## config.mk

```make
export PLATFORM = sky130hd
export DESIGN_NAME = code_packer
export DESIGN_NICKNAME = d
export VERILOG_FILES = /design/src/rtl/cp_pkg.sv /design/src/rtl/cp_bit_accum.sv /design/src/rtl/cp_word_pack.sv /design/src/rtl/code_packer.sv
export SDC_FILE = /design/constraint.sdc
export NUM_CORES = 1
export LEC_CHECK = 0
export BUFFER_PORTS_ARGS = -buffer_cell sky130_fd_sc_hd__buf_4
export CAP_MARGIN = 20
export CORE_MARGIN = 5
export CORE_UTILIZATION = 58
export CTS_CLUSTER_DIAMETER = 50
export CTS_CLUSTER_SIZE = 25
export DETAILED_ROUTE_END_ITERATION = 10
export GPL_ROUTABILITY_DRIVEN = 0
export PLACE_DENSITY = 0.78
export SYNTH_ARGS = -nofsm -noshare
export SYNTH_HDL_FRONTEND = slang
export SYNTH_SLANG_ARGS = --single-unit
```

## constraint.sdc

```tcl
create_clock -name clk -period 6.1 [get_ports clk]
set_clock_uncertainty 0.05 [all_clocks]
set_input_delay 1.22 -clock clk [delete_from_list [all_inputs] [get_ports clk]]
set_output_delay 1.22 -clock clk [all_outputs]
set_load 0.1 [all_outputs]
```

## src/rtl/cp_pkg.sv

```systemverilog
package cp_pkg;

  localparam int TRAIL_BYTES = 8;
  localparam int TS_W        = 32;
  localparam int BLEN_W      = 24;

  typedef enum logic [2:0] {
    ST_DATA,
    ST_ESC,
    ST_PAD,
    ST_TRAIL,
    ST_GAP
  } seq_state_t;

  // Trailer byte at index idx: timestamp MSB first, a zero byte, length MSB first.
  function automatic logic [7:0] trailer_byte(input logic [2:0] idx,
                                              input logic [TS_W-1:0] ts,
                                              input logic [BLEN_W-1:0] blen);
    logic [7:0] b;
    case (idx)
      3'd0:    b = ts[31:24];
      3'd1:    b = ts[23:16];
      3'd2:    b = ts[15:8];
      3'd3:    b = ts[7:0];
      3'd4:    b = 8'h00;
      3'd5:    b = blen[23:16];
      3'd6:    b = blen[15:8];
      default: b = blen[7:0];
    endcase
    return b;
  endfunction

endpackage

```

## src/rtl/cp_bit_accum.sv

```systemverilog
module cp_bit_accum #(
  parameter int CODE_W = 27,
  parameter int LEN_W  = $clog2(CODE_W + 1),
  localparam int ACC_W = CODE_W + 7,
  localparam int CNT_W = $clog2(ACC_W + 1)
) (
  input  logic              clk,
  input  logic              rst_n,
  input  logic              accept_en,
  input  logic              in_valid,
  input  logic [CODE_W-1:0] in_code,
  input  logic [LEN_W-1:0]  in_len,
  input  logic              in_last,
  output logic              in_ready,
  output logic              last_fire,
  input  logic              take,
  input  logic              frame_clr,
  output logic              has_byte,
  output logic [7:0]        byte_out,
  output logic              drained,
  output logic [CNT_W-1:0]  fill_cnt
);

  logic [ACC_W-1:0] acc;
  logic [CNT_W-1:0] cnt;
  logic             pend_last;
  logic             full_byte;
  logic             accept;

  function automatic logic [CODE_W-1:0] mask_code(input logic [CODE_W-1:0] c,
                                                  input logic [LEN_W-1:0] n);
    return c & ~({CODE_W{1'b1}} << n);
  endfunction

  // Oldest 8 bits when at least 8 are held.
  function automatic logic [7:0] head_byte(input logic [ACC_W-1:0] a,
                                           input logic [CNT_W-1:0] c);
    logic [ACC_W-1:0] s;
    s = a >> (c - CNT_W'(8));
    return s[7:0];
  endfunction

  // Remaining 1..7 bits moved to the top, low positions filled with ones.
  function automatic logic [7:0] tail_byte(input logic [ACC_W-1:0] a,
                                           input logic [CNT_W-1:0] c);
    logic [ACC_W-1:0] s;
    logic [2:0]       r;
    r = c[2:0];
    s = a << (4'd8 - {1'b0, r});
    return s[7:0] | (8'hFF >> r);
  endfunction

  assign full_byte = (cnt >= CNT_W'(8));
  assign in_ready  = accept_en && !pend_last && !full_byte;
  assign accept    = in_ready && in_valid;
  assign last_fire = accept && in_last;
  assign has_byte  = full_byte || (pend_last && cnt != '0);
  assign drained   = pend_last && cnt == '0;
  assign byte_out  = full_byte ? head_byte(acc, cnt) : tail_byte(acc, cnt);
  assign fill_cnt  = cnt;

  always_ff @(posedge clk) begin
    if (!rst_n) begin
      acc       <= '0;
      cnt       <= '0;
      pend_last <= 1'b0;
    end else begin
      if (accept) begin
        acc       <= (acc << in_len) | {{(ACC_W-CODE_W){1'b0}}, mask_code(in_code, in_len)};
        cnt       <= cnt + CNT_W'(in_len);
        pend_last <= in_last;
      end else if (take) begin
        cnt <= full_byte ? cnt - CNT_W'(8) : '0;
      end
      if (frame_clr) pend_last <= 1'b0;
    end
  end

endmodule

```

## src/rtl/cp_word_pack.sv

```systemverilog
module cp_word_pack (
  input  logic        clk,
  input  logic        rst_n,
  input  logic        byte_vld,
  input  logic [7:0]  byte_dat,
  input  logic        byte_end,
  output logic        byte_ok,
  output logic        out_valid,
  input  logic        out_ready,
  output logic [15:0] out_data,
  output logic        out_last
);

  logic [7:0] hi_q;
  logic       have_hi;

  // A low byte needs the output slot free or leaving this cycle.
  assign byte_ok = !have_hi || !out_valid || out_ready;

  always_ff @(posedge clk) begin
    if (!rst_n) begin
      hi_q      <= '0;
      have_hi   <= 1'b0;
      out_valid <= 1'b0;
      out_data  <= '0;
      out_last  <= 1'b0;
    end else begin
      if (out_valid && out_ready) out_valid <= 1'b0;
      if (byte_vld && byte_ok) begin
        if (!have_hi) begin
          hi_q    <= byte_dat;
          have_hi <= 1'b1;
        end else begin
          out_data  <= {hi_q, byte_dat};
          out_last  <= byte_end;
          out_valid <= 1'b1;
          have_hi   <= 1'b0;
        end
      end
    end
  end

endmodule

```

## src/rtl/code_packer.sv

```systemverilog
module code_packer #(
  parameter int CODE_W   = 27,
  parameter int LEN_W    = $clog2(CODE_W + 1),
  parameter int ALIGN    = 32,
  parameter int TAIL_GAP = 4
) (
  input  logic                     clk,
  input  logic                     rst_n,
  input  logic                     in_valid,
  output logic                     in_ready,
  input  logic [CODE_W-1:0]        in_code,
  input  logic [LEN_W-1:0]         in_len,
  input  logic                     in_last,
  input  logic [cp_pkg::TS_W-1:0]  in_ts,
  output logic                     out_valid,
  input  logic                     out_ready,
  output logic [15:0]              out_data,
  output logic                     out_last
);
  import cp_pkg::*;

  localparam int ACC_W       = CODE_W + 7;
  localparam int CNT_W       = $clog2(ACC_W + 1);
  localparam int POS_W       = $clog2(ALIGN);
  localparam int TRAIL_START = ALIGN - TRAIL_BYTES - TAIL_GAP;

  seq_state_t        state, nxt;
  logic [POS_W-1:0]  pos;
  logic [POS_W-1:0]  rel;
  logic [BLEN_W-1:0] blen;
  logic [TS_W-1:0]   ts_q;

  // Named internal events, also observed by the checker.
  logic              byte_vld, byte_ok, byte_end, byte_fire, byte_from_acc;
  logic [7:0]        byte_dat;
  logic              take, frame_clr, last_fire, has_byte, drained, is_final;
  logic [7:0]        acc_byte;
  logic [CNT_W-1:0]  fill_cnt;

  cp_bit_accum #(.CODE_W(CODE_W), .LEN_W(LEN_W)) i_accum (
    .clk(clk), .rst_n(rst_n), .accept_en(state == ST_DATA),
    .in_valid(in_valid), .in_code(in_code), .in_len(in_len), .in_last(in_last),
    .in_ready(in_ready), .last_fire(last_fire), .take(take), .frame_clr(frame_clr),
    .has_byte(has_byte), .byte_out(acc_byte), .drained(drained), .fill_cnt(fill_cnt)
  );

  cp_word_pack i_wpack (
    .clk(clk), .rst_n(rst_n), .byte_vld(byte_vld), .byte_dat(byte_dat),
    .byte_end(byte_end), .byte_ok(byte_ok), .out_valid(out_valid),
    .out_ready(out_ready), .out_data(out_data), .out_last(out_last)
  );

  assign rel       = pos - POS_W'(TRAIL_START);
  assign is_final  = (pos == POS_W'(ALIGN - 1));
  assign byte_fire = byte_vld && byte_ok;
  assign frame_clr = byte_fire && byte_end;

  always_comb begin
    nxt           = state;
    byte_vld      = 1'b0;
    byte_dat      = 8'h00;
    byte_end      = 1'b0;
    byte_from_acc = 1'b0;
    take          = 1'b0;
    case (state)
      ST_DATA: begin
        if (has_byte) begin
          byte_vld      = 1'b1;
          byte_dat      = acc_byte;
          byte_from_acc = 1'b1;
          if (byte_ok) begin
            take = 1'b1;
            if (acc_byte == 8'hFF) nxt = ST_ESC;
          end
        end else if (drained) begin
          nxt = ST_PAD;
        end
      end
      ST_ESC: begin
        byte_vld = 1'b1;
        if (byte_ok) nxt = ST_DATA;
      end
      ST_PAD: begin
        if (pos == POS_W'(TRAIL_START)) nxt = ST_TRAIL;
        else                            byte_vld = 1'b1;
      end
      ST_TRAIL: begin
        byte_vld = 1'b1;
        byte_dat = trailer_byte(rel[2:0], ts_q, blen);
        byte_end = is_final;
        if (byte_ok) begin
          if (is_final)              nxt = ST_DATA;
          else if (rel[2:0] == 3'd7) nxt = ST_GAP;
        end
      end
      ST_GAP: begin
        byte_vld = 1'b1;
        byte_end = is_final;
        if (byte_ok && is_final) nxt = ST_DATA;
      end
      default: nxt = ST_DATA;
    endcase
  end

  always_ff @(posedge clk) begin
    if (!rst_n) begin
      state <= ST_DATA;
      pos   <= '0;
      blen  <= '0;
      ts_q  <= '0;
    end else begin
      state <= nxt;
      if (byte_fire) pos <= pos + 1'b1;
      if (last_fire) ts_q <= in_ts;
      if (frame_clr) blen <= '0;
      else if (byte_fire && (state == ST_DATA || state == ST_ESC)) blen <= blen + 1'b1;
    end
  end

endmodule

```

Yosys cells after proc, flatten, opt, wreduce, memory -nomap -nowiden
Cells that the tools add are included.
Word-level totals
  output and inout port bits: 19
  input bits: 69
  register bits after elaboration: 132
Cells by class
  equal/unequal tests: 22
  bitwise logic cells: 6
  shift operators: 5
  $lt $le $gt $ge: 1
  reduce and logical (&&, ||, !) cells: 30
  mux-type cells: 29
  add/sub/neg operators: 6
Operators with widths (count)
  case mux 8 bit (7 select lines): 1
  OR 34 x 27 -> 34 bit: 1
  << shifter 34 x 4 -> 8 bit: 1
  << shifter 34 x 5 -> 34 bit: 1
  >> shifter 34 x 6 -> 8 bit: 1
  2-to-1 mux 3 bit: 10
  AND 27 bit: 1
  inverter 27 bit: 1
  << shifter 27 x 5 -> 27 bit, first input constant: 1
  adder 24 x 1 -> 24 bit, second input constant: 1
  2-to-1 mux 6 bit: 3
  2-to-1 mux 8 bit: 2
  case mux 8 bit (2 select lines): 1
  equality test 3 bit, second input constant: 5
  case mux 3 bit (5 select lines): 1
  equality test 3 x 2 -> 1 bit, second input constant: 4
  != test 3 bit, second input constant: 4
  logical AND 1 bit: 11
  equality test 5 bit, second input constant: 2
  2-to-1 mux 1 bit: 10
  equality test 8 bit, second input constant: 1
  != test 2 bit, second input constant: 4
  OR 8 bit: 1
  AND reduction 8 bit: 1
  19 further kinds: 30

Logic depth before layout (Yosys ltp)
Gate-level depths: netlist of the first run.
  depth after elaboration: 9
  depth in mapped cells: 16
  gate-level depth less buffers: 11

Modules after synthesis
Synthesis of the first run repeated with hierarchy kept, for this count alone.
Unflattened totals
  cell total of the unflattened synthesis: 1097
  area, all modules: 9934.5 um2
By module, submodules not included
  cp_bit_accum: times used 1, seq. area each 820.8 um2, cells an instance 603, area an instance 5439.0 um2
  code_packer: times used 1, seq. area each 1281.2 um2, cells an instance 375, area an instance 3410.8 um2
  cp_word_pack: times used 1, seq. area each 540.5 um2, cells an instance 119, area an instance 1084.8 um2

Worst setup path after synthesis of the first run
No wires, ideal clock.
  path kind: register to output
  start point: register i_accum.cnt[5], in the netlist i_accum.fill_cnt[5]
  end point: output in_ready
  required time: 4.830 ns
  data arrival time: 2.747 ns
  buffers on the path: 1
  stages on the path, launching flop included: 4
  setup slack: 2.083 ns
  cell sequence: dfxtp_1 or3_1 clkbuf_1 nor4b_2
On the way
  longest elaborated chain between the ends: 3
Ends and longest elaborated chain
  start, declared: RTL line cp_bit_accum.sv:25  | logic [CNT_W-1:0] cnt;
  start signal, assigned: RTL line cp_bit_accum.sv:70  | cnt <= cnt + CNT_W'(in_len);
  start signal, assigned: RTL line cp_bit_accum.sv:73  | cnt <= full_byte ? cnt - CNT_W'(8) : '0;
  greater-or-equal comparator 6 x 4 -> 1 bit: RTL line cp_bit_accum.sv:53  | assign full_byte = (cnt >= CNT_W'(8));
  zero test 1 bit: RTL line cp_bit_accum.sv:54  | assign in_ready = accept_en && !pend_last && !full_byte;
  logical AND 1 bit: RTL line cp_bit_accum.sv:54
  end, declared: RTL line code_packer.sv:10  | output logic in_ready,
No other way between the ends.

Worst setup path after layout of the first run
  start point: register i_accum.cnt[3], in the netlist i_accum.fill_cnt[3]
  end point: register state[2]
On the way
  longest elaborated chain between the ends: 6
  elaborated cells between the ends (all ways): 16
Ends and longest elaborated chain
  subtractor 6 x 4 -> 6 bit: RTL line cp_bit_accum.sv:39  | s = a >> (c - CNT_W'(8));
  >> shifter 34 x 6 -> 8 bit: RTL line cp_bit_accum.sv:39
  2-to-1 mux 8 bit: RTL line cp_bit_accum.sv:59  | assign byte_out = full_byte ? head_byte(acc, cnt) : tail_byte(acc, cnt);
  equality test 8 bit: RTL line code_packer.sv:73  | if (acc_byte == 8'hFF) nxt = ST_ESC;
  != test 3 bit (no line)
  AND reduction 8 bit (no line)
  end signal, assigned: RTL line code_packer.sv:112  | state <= nxt;
  end, declared: RTL line code_packer.sv:27  | seq_state_t state, nxt;
Parallel ways exist; a longest one is shown, timed or not.
A chain may end at the register's enable or synchronous reset.

==> results of run 1 <==
-- stage by stage --
step	hold WS, ps	util, %	power, mW	cell area (µm²)
6_report	404.2	66.95	5.027	10710
5_1_grt	426.0	66.95	5.318	10710
4_1_cts	406.8	66.77	4.960	10680
3_5_place_dp	397.1	62.84	3.844	10050
3_3_place_gp	391.5	62.84	3.803	10050
2_1_floorplan	382.3	-	3.253	9494
-- how the worst max path moves through the flow --
stage	slack, ps	end
3_5_place_dp	2100	state[2]
5_1_grt	1810	state[2]
2_1_floorplan	2080	in_ready
4_1_cts	2060	state[2]
6_report	2030	state[2]
3_3_place_gp	2220	state[2]
-- placed cells by master (no fill, tap or decap), drive strengths merged, types with 6 or more instances in the layout --
master / instances
nand3: 18
buf: 99
nand2: 188
o311ai: 6
o211ai: 23
xor2: 18
mux2: 35
nand4: 7
clkbuf: 18
ha: 18
or3: 6
mux2i: 59
and2: 11
a22oi: 7
inv: 22
and3: 13
xnor2: 9
nor2: 137
nor2b: 12
o21ai: 68
dfxtp: 132
mux4: 41
nand2b: 8
nor3: 26
a21oi: 89
a31oi: 10
a211oi: 31
a221oi: 11
a222oi: 7
-- synth_stat cells, drive strengths merged (26+ instances only) --
cell	instances	area (µm²)
nor3	26	130.1
mux2i	59	590.6
mux2	35	394.1
a211oi	31	232.7
clkbuf	75	284.0
o21ai	68	340.3
nand2	188	705.7
buf	27	171.4
a21oi	89	445.4
mux4	41	923.4
dfxtp	132	2643
nor2	137	514.2
-- flip-flops by register name, indices dropped and copies added, names as in the netlist, 3 cells and up --
signal and flops:
blen 24, i_accum.fill_cnt 6, ts_q 32, i_accum.acc 34, i_wpack.hi_q 8, state 3
pos 5, i_wpack.out_data 16
-- where the power goes --
| part | total, mW | internal, mW | switching (mW) |
|---|---|---|---|
| clock | 1.10 | 0.667 | 0.438 |
| sequential | 1.34 | 1.04 | 0.298 |
| combinational | 2.58 | 0.970 | 1.61 |
-- kinds of logic (layout without fill, tap and decap cells) --
| logic type | count (synthesis) | count (layout) |
|---|---|---|
| simple gates | 442 | 442 |
| xor+xnor | 27 | 27 |
| mux | 135 | 135 |
| flops | 132 | 132 |
| buf+inv | 121 | 150 |
| compound gates | 306 | 306 |
| fa+ha+maj | 19 | 19 |
-- cell type report --
type                            count  area (µm²)
Multi-Input combinational cell    929        6332
Fill cell                        1356        5289
Sequential cell                   132        2645
Timing Repair Buffer               99       763.2
Clock buffer                       18       439.2
Tap cell                          216       270.3
Clock inverter                     14       190.2
Inverter                           19       71.32
-- metal layers --
| layer | vias to the layer above | part of all wire [%] | track usage, % |
|---|---|---|---|
| met5 | - | 0 | 0 |
| met4 | 0 | 3.2 | 10.65 |
| met3 | 77 | 11 | 7.366 |
| met2 | 520 | 44 | 45.12 |
| met1 | 4303 | 41 | 41.74 |
| li1 | 4361 | - | - |
-- worst max-delay path: stages (launching register included) --
cell and delay [ps]:
dfxtp_1 810, inv_2 340, ha_1 810, mux4_2 600, nand2_1 90, a41o_1 200
o21ai_0 110, or4b_1 530, o22a_1 210, o41ai_2 210
==> flow_summary_export.csv, run 1 <==
group,metric,value,unit
run_status,status,"completed",
synthesis,synth_compound_area_share,21.11,%
grt,overflow,0,
clock_tree,ctsHoldBuffers,0,
finish,stdcell_count,1427,
placed_design,dp_cells,1394,
worst_setup_path,ff2ff_path_depth,9,
grt,grt_max_degree,57,
clock_tree,cts_made_buffers,17,
timing,setup_slack,2027,ps
pwr,ir_drop,0.0002795,V
synthesis,ys_ff_latch,132,
clock_tree,path_clk_slew,60,ps
worst_setup_path,path_class,"reg2reg",
floorplanning,rows,46,
worst_setup_path,arrival,4350,ps
detailed_routing,ant_nets,0,
worst_setup_path,r2r_slack,2030,ps
placed_design,post-place-ws,2104,ps
synthesis,yosysWarningCount,0,
clock_tree,cts_resized,0,
placed_design,io_buffers,87,
min_path,hp-start,"i_wpack.hi_q[2]",
floorplanning,ios,88,
timing,setup_tns,0,ps
clock_tree,root_buffer,"clkbuf_16",
finish,areaGrowthSynthToFinish,12.82,%
detailed_routing,route.detailed.wl_per_inst,19.55,µm
timing,slew_headroom,27.63,%
synthesis,ys_seq_area_share,27.83,%
grt,grt_pass1_vias,8486,
detailed_routing,route.detailed.drc,0,
timing,hold_viol_final,0,
synthesis,yosys.area_share.simple,20.33,%
clock_tree,h-tree-depth,4,
finish,nets,1286,
timing,max_freq,245.5,MHz
clock_tree,cts_tree,"built",
synthesis,async_flop_share,0,%
placed_design,dp_hpwl,19120,µm
synthesis,synth_xor_area_share,2.491,%
worst_setup_path,startpoint_type,"flip-flop",
detailed_routing,drtPass1Iterations,5,
finish,drive_above_1_share,18.25,%
detailed_routing,wirelength,27900,µm
worst_setup_path,cp-end-kind,"flip-flop",
worst_setup_path,crit_required,6380,ps
pwr,p_leak,4.028,nW
synthesis,synth_cell_type_count,75,
floorplanning,die_area,19030,µm²
synthesis,synth_fa_ha_area_share,2.583,%
floorplanning,core_area,16000,µm²
detailed_routing,vias,9261,
synthesis,synth_edf_count,0,
clock_tree,cts_setup_buffers,0,
timing,setup_viol,0,
flow_run,drv_cap,0,
clock_tree,insertion_delay,430,ps
synthesis,synth_mux_area_share,20.10,%
synthesis,synth_top_family_by_area,"compound AO/OA/AOI/OAI gates",
synthesis,synth_cells,1182,
clock_tree,clockBufferDepth,2,
min_path,hold_path_class,"reg2reg",
timing,finalCriticalPeriod,4073,ps
floorplanning,die_h,137.9,µm
synthesis,mappedNetlistArea,9494,µm²
synthesis,avgSynthCellArea,8.032,µm²
worst_setup_path,cp-startpoint,"i_accum.fill_cnt[3]",
pwr,powerDensity,469.3,nW/µm²
detailed_routing,viasPerCell,6.490,
grt,grt_usage,29.89,%
detailed_routing,first_iter_violations,1367,
synthesis,syn_nets,1270,
worst_setup_path,r2r_end,"state[2]",
grt,grt_first_pass_wirelength,44770,µm
grt,antenna_found_initial,0,
worst_setup_path,rr_startpoint,"i_accum.fill_cnt[3]",
worst_setup_path,cp_max_fo,25,
floorplanning,die_x,137.9,µm
min_path,holdPathEnd,"i_wpack.out_data[10]",
timing,drv_slew,0,
timing,tightest_slew,1084,ps
floorplanning,initial_utilization,59.34,%
min_path,whs_path_depth,2,
finish,n_antenna_cell,0,
clock_tree,cts.sinks,132,
synthesis,synth_flop_cell,"dfxtp_1",
timing,rsz0062_at_grt,"no",
timing,finalCritPeriodShare,66.76,%
Power figures use the tool's default switching activity.
==> inputs of run 2 (changes only) <==
--- a/config.mk
+++ b/config.mk
@@ -8,7 +8,7 @@
 export BUFFER_PORTS_ARGS = -buffer_cell sky130_fd_sc_hd__buf_4
 export CAP_MARGIN = 20
 export CORE_MARGIN = 5
-export CORE_UTILIZATION = 58
+export CORE_UTILIZATION = 55
 export CTS_CLUSTER_DIAMETER = 50
 export CTS_CLUSTER_SIZE = 25
 export DETAILED_ROUTE_END_ITERATION = 10
==> constraint.sdc (replaced) <==
create_clock -name clk -period 3.6 [get_ports clk]
set_clock_uncertainty 0.05 [all_clocks]
set_input_delay 0.72 -clock clk [delete_from_list [all_inputs] [get_ports clk]]
set_output_delay 0.72 -clock clk [all_outputs]
set_load 0.1 [all_outputs]
==> flow_summary_export.csv, run 2 (synthesized netlist as in run 1, its figures left out) <==
group,metric,value,unit
timing,rsz0062_at_grt,"no",
finish,reg_top3,"i_accum.acc x34, ts_q x32, blen x24",
timing,setup_viol,0,
timing,tightest_slew,949.3,ps
grt,antenna_found_initial,0,
timing,setup_slack,616.0,ps
pwr,ir_drop,0.0005793,V
detailed_routing,drtPass1Iterations,6,
clock_tree,clockBufferDepth,2,
worst_setup_path,cp-startpoint,"i_accum.fill_cnt[3]",
detailed_routing,ant_nets,0,
timing,finalCriticalPeriod,2984,ps
detailed_routing,vias,9478,
pwr,powerDensity,794.4,nW/µm²
worst_setup_path,crit_required,2830,ps
floorplanning,die_area,19990,µm²
flow_run,drv_cap,0,
clock_tree,ctsHoldBuffers,0,
timing,hold_viol_final,0,
detailed_routing,wirelength,28940,µm
grt,grt_max_degree,54,
floorplanning,rows,48,
worst_setup_path,cp_max_fo,10,
finish,drive_above_1_share,19.30,%
detailed_routing,viasPerCell,6.523,
worst_setup_path,cp-end-kind,"output pin",
timing,max_freq,335.1,MHz
timing,drv_slew,0,
clock_tree,insertion_delay,430,ps
finish,areaGrowthSynthToFinish,13.97,%
finish,layout_commonest_cell,"nand2_1",
placed_design,dp_hpwl,19830,µm
clock_tree,path_clk_slew,60,ps
clock_tree,cts_made_buffers,17,
floorplanning,die_h,141.4,µm
detailed_routing,first_iter_violations,1375,
pwr,p_leak,4.099,nW
worst_setup_path,ff2ff_path_depth,9,
clock_tree,cts.sinks,132,
placed_design,io_buffers,87,
grt,grt_usage,28.99,%
finish,nets,1303,
clock_tree,cts_tree,"built",
floorplanning,core_area,17120,µm²
worst_setup_path,path_class,"reg2out",
finish,final_cell_mix,"nand2_1 (188), nor2_1 (137), dfxtp_1 (130)",
worst_setup_path,startpoint_type,"flip-flop",
timing,setup_tns,0,ps
clock_tree,root_buffer,"clkbuf_16",
worst_setup_path,r2r_slack,630,ps
clock_tree,h-tree-depth,4,
finish,top_register,"i_accum.acc",
pwr,power.total,8.596,mW
floorplanning,ios,88,
min_path,hold_path_class,"reg2reg",
run_status,status,"completed",
finish,n_antenna_cell,0,
grt,overflow,0,
worst_setup_path,rr_startpoint,"i_accum.fill_cnt[3]",
floorplanning,initial_utilization,55.47,%
detailed_routing,route.detailed.drc,0,
timing,finalCritPeriodShare,82.89,%
placed_design,post-place-ws,584.8,ps
clock_tree,cts_resized,0,
finish,largest_reg_flops,34,
worst_setup_path,arrival,2210,ps
timing,slew_headroom,36.62,%
worst_setup_path,r2r_end,"state[2]",
grt,grt_pass1_vias,8911,
worst_setup_path,endpoint,"in_ready",
floorplanning,die_x,141.4,µm
finish,nFillCells,1465,
finish,utilization,63.22,%
clock_tree,cts_setup_buffers,0,
grt,grt_first_pass_wirelength,47000,µm
detailed_routing,route.detailed.wl_per_inst,19.92,µm
## run 2: cell count changes in the layout (fill, tap and decap cells not counted), sizes merged
cell    previous run  this run
clkinv             5         4
bufinv             3         1
clkbuf            18        17
buf               99       116
inv               22        26
## run 2: worst max-delay path, cell delays in order (launching register included)
cell and delay [ps]:
dfxtp_1 390, or3_1 610, nor4b_4 420, buf_4 360
## run 2: worst min path at each step
stage | startpoint | to | slack, ps | cells after the start
after floorplan | i_wpack.hi_q[2] | i_wpack.out_data[10] | 380 | 2
after global placement | i_wpack.hi_q[6] | i_wpack.out_data[14] | 390 | 2
after detailed placement | i_wpack.out_data[12] | i_wpack.out_data[12] | 400 | 2
after CTS | i_wpack.out_data[12] | i_wpack.out_data[12] | 410 | 2
after global routing | ts_q[30] | ts_q[30] | 430 | 2
final | i_wpack.out_data[13] | i_wpack.out_data[13] | 410 | 2
## run 2: metal layers
metal / vias to the layer above / wire, µm / track usage [%]
met5: - / 0 / 0
met4: 0 / 1431 / 14.75
met3: 115 / 3046 / 5.865
met2: 636 / 12650 / 43.42
met1: 4346 / 11810 / 39.79
li1: 4381 / - / -
## run 2: power by group
| part | internal (mW) | switching, mW | leakage, nW |
|---|---|---|---|
| clock network | 0.984 | 0.771 | 0.281 |
| registers | 1.77 | 0.507 | 1.08 |
| logic | 1.75 | 2.82 | 2.74 |
| total | 4.50 | 4.10 | 4.10 |
## run 2: cell type report
| type | instances | area [µm²] | share of cell area (%) |
|---|---|---|---|
| clock inverters | 15 | 161.4 | 1.492 |
| repair buffers | 116 | 895.9 | 8.279 |
| multi-input cells | 929 | 6340 | 58.59 |
| flip-flops and latches | 132 | 2645 | 24.44 |
| inverters | 19 | 71.32 | 0.6591 |
| clock buffers | 17 | 425.4 | 3.932 |
| well taps | 225 | 281.5 | 2.602 |
## run 2: through the flow
step                      cell area, µm²  hold slack [ps]  instances
after floorplan                     9503            382.3       1182
after global placement             10230            389.6       1421
after detailed placement           10230            398.6       1421
after CTS                          10820            407.3       1453
after global routing               10820            429.3       1453
final                              10820            405.0       1453
==> inputs of run 3 (changes only) <==
--- a/config.mk
+++ b/config.mk
@@ -8,7 +8,7 @@
 export BUFFER_PORTS_ARGS = -buffer_cell sky130_fd_sc_hd__buf_4
 export CAP_MARGIN = 20
 export CORE_MARGIN = 5
-export CORE_UTILIZATION = 55
+export CORE_UTILIZATION = 58
 export CTS_CLUSTER_DIAMETER = 50
 export CTS_CLUSTER_SIZE = 25
 export DETAILED_ROUTE_END_ITERATION = 10
==> constraint.sdc (replaced) <==
create_clock -name clk -period 3 [get_ports clk]
set_clock_uncertainty 0.05 [all_clocks]
set_input_delay 0.6 -clock clk [delete_from_list [all_inputs] [get_ports clk]]
set_output_delay 0.6 -clock clk [all_outputs]
set_load 0.1 [all_outputs]
==> flow_summary_export.csv, run 3 (synthesized netlist as in run 1, its figures left out) <==
group,metric,value,unit
clock_tree,cts_setup_buffers,0,
flow_run,drv_cap,0,
grt,antenna_found_initial,0,
placed_design,post-place-ws,123.3,ps
timing,tightest_slew,985.7,ps
floorplanning,die_h,137.9,µm
placed_design,dp_hpwl,21110,µm
clock_tree,clockBufferDepth,2,
timing,rsz0062_at_grt,"no",
floorplanning,core_area,16000,µm²
detailed_routing,drtPass1Iterations,8,
grt,overflow,0,
detailed_routing,vias,9679,
timing,finalCritPeriodShare,94.05,%
timing,hold_viol_final,0,
timing,setup_viol,0,
clock_tree,ctsHoldBuffers,0,
worst_setup_path,cp_max_fo,24,
floorplanning,die_area,19030,µm²
floorplanning,rows,46,
finish,largest_reg_flops,34,
worst_setup_path,startpoint_type,"flip-flop",
clock_tree,cts.sinks,132,
timing,drv_slew,0,
finish,layout_commonest_cell,"nand2_1",
worst_setup_path,path_buf_inv,2,
worst_setup_path,cp_slowest_cell,"or3_4",
grt,grt_first_pass_wirelength,47190,µm
clock_tree,root_buffer,"clkbuf_16",
clock_tree,h-tree-depth,4,
timing,slew_headroom,34.19,%
worst_setup_path,path_class,"reg2out",
finish,reg_top3,"i_accum.acc x34, ts_q x32, blen x24",
floorplanning,ios,88,
finish,top_register,"i_accum.acc",
finish,n_antenna_cell,0,
worst_setup_path,crit_required,2350,ps
floorplanning,initial_utilization,59.34,%
detailed_routing,viasPerCell,6.575,
finish,final_cell_mix,"nand2_1 (186), buf_4 (140), nor2_1 (137)",
pwr,p_leak,4.272,nW
finish,nets,1331,
clock_tree,path_clk_slew,60,ps
worst_setup_path,arrival,2170,ps
worst_setup_path,cp-end-kind,"output pin",
timing,max_freq,354.4,MHz
min_path,hold_path_class,"in2reg",
finish,nFillCells,1392,
grt,grt_usage,31.51,%
finish,drive_above_1_share,21.74,%
worst_setup_path,cp_top_family,"simple AND/OR/NAND/NOR gates",
detailed_routing,route.detailed.wl_per_inst,20.13,µm
placed_design,io_buffers,87,
worst_setup_path,critPathMaxStageDelay,460,ps
run_status,status,"completed",
grt,grt_max_degree,53,
finish,areaGrowthSynthToFinish,17.16,%
detailed_routing,route.detailed.drc,0,
timing,setup_tns,0,ps
worst_setup_path,critical_path.most_common_cell,"buf_4",
timing,setup_slack,178.5,ps
detailed_routing,wirelength,29640,µm
timing,finalCriticalPeriod,2821,ps
clock_tree,cts_tree,"built",
timing,hold-worst-slack,360.0,ps
pwr,ir_drop,0.0005766,V
floorplanning,die_x,137.9,µm
detailed_routing,ant_nets,0,
clock_tree,insertion_delay,430,ps
clock_tree,cts_made_buffers,17,
pwr,powerDensity,960.8,nW/µm²
worst_setup_path,cp_cell_sequence,"buf_4 > or3_4 > nor4b_4 > buf_4",
grt,grt_pass1_vias,8757,
finish,utilization,69.52,%
detailed_routing,first_iter_violations,1504,
[run 3: changes by cell type in the layout (fill, tap and decap cells not counted), sizes merged]
cell and change:
buf +28, inv -4, bufinv +2, clkinv +2, clkbuf +1, clkinvlp -1
[run 3: tightest hold or removal path: cells and delay by family]
family	cells	cell delay, ps
AO/OA/AOI/OAI	1	50
AND/OR/NAND/NOR	1	40
buffers and inverters	1	110
[run 3: final cells by class]
class | count | area, µm² | share of cell area, %
Tap cell | 216 | 270.3 | 2.430
Clock buffer | 18 | 429.2 | 3.858
Multi-Input combinational cell | 929 | 6381 | 57.37
Timing Repair Buffer | 144 | 1131 | 10.17
Sequential cell | 132 | 2648 | 23.80
Clock inverter | 14 | 191.4 | 1.721
Inverter | 19 | 72.57 | 0.6524
[run 3: worst paths after layout]
path / from / endpoint / slack, ps / cells past startpoint
max: i_accum.fill_cnt[3] / in_ready / 180 / 4
min reg2reg: i_wpack.out_data[13] / i_wpack.out_data[13] / 400 / 2
min: in_ts[22] / ts_q[22] / 360 / 3
max reg2reg: i_accum.fill_cnt[1] / state[2] / 180 / 9
[run 3: power by group]
part / internal, mW / switching [mW]
Clock: 1.33 / 0.886
Combinational: 2.29 / 3.56
Sequential: 2.12 / 0.489
Total: 5.75 / 4.94
[run 3: what timing repair did]
item / in CTS / in global routing
hold endpoints to repair: 0 / 0
endpoints found under the setup margin: 0 / 3
gates resized for setup: 0 / 2
[run 3: layer usage]
metal | vias up | GRT usage, % | part of all wire (%)
li1 | 4427 | - | -
met1 | 4450 | 44.21 | 40
met2 | 678 | 46.20 | 43
met3 | 124 | 8.019 | 13
met4 | 0 | 13.12 | 4.1
met5 | - | 0 | 0
[run 3: stage by stage]
step           cell area, µm²  instances  total power, mW
6_report                11120       1472            10.69
5_1_grt                 11120       1472            11.24
4_1_cts                 11120       1472            10.55
3_5_place_dp            10500       1440            8.316
3_3_place_gp            10500       1440            8.222
2_1_floorplan            9614       1182            6.763
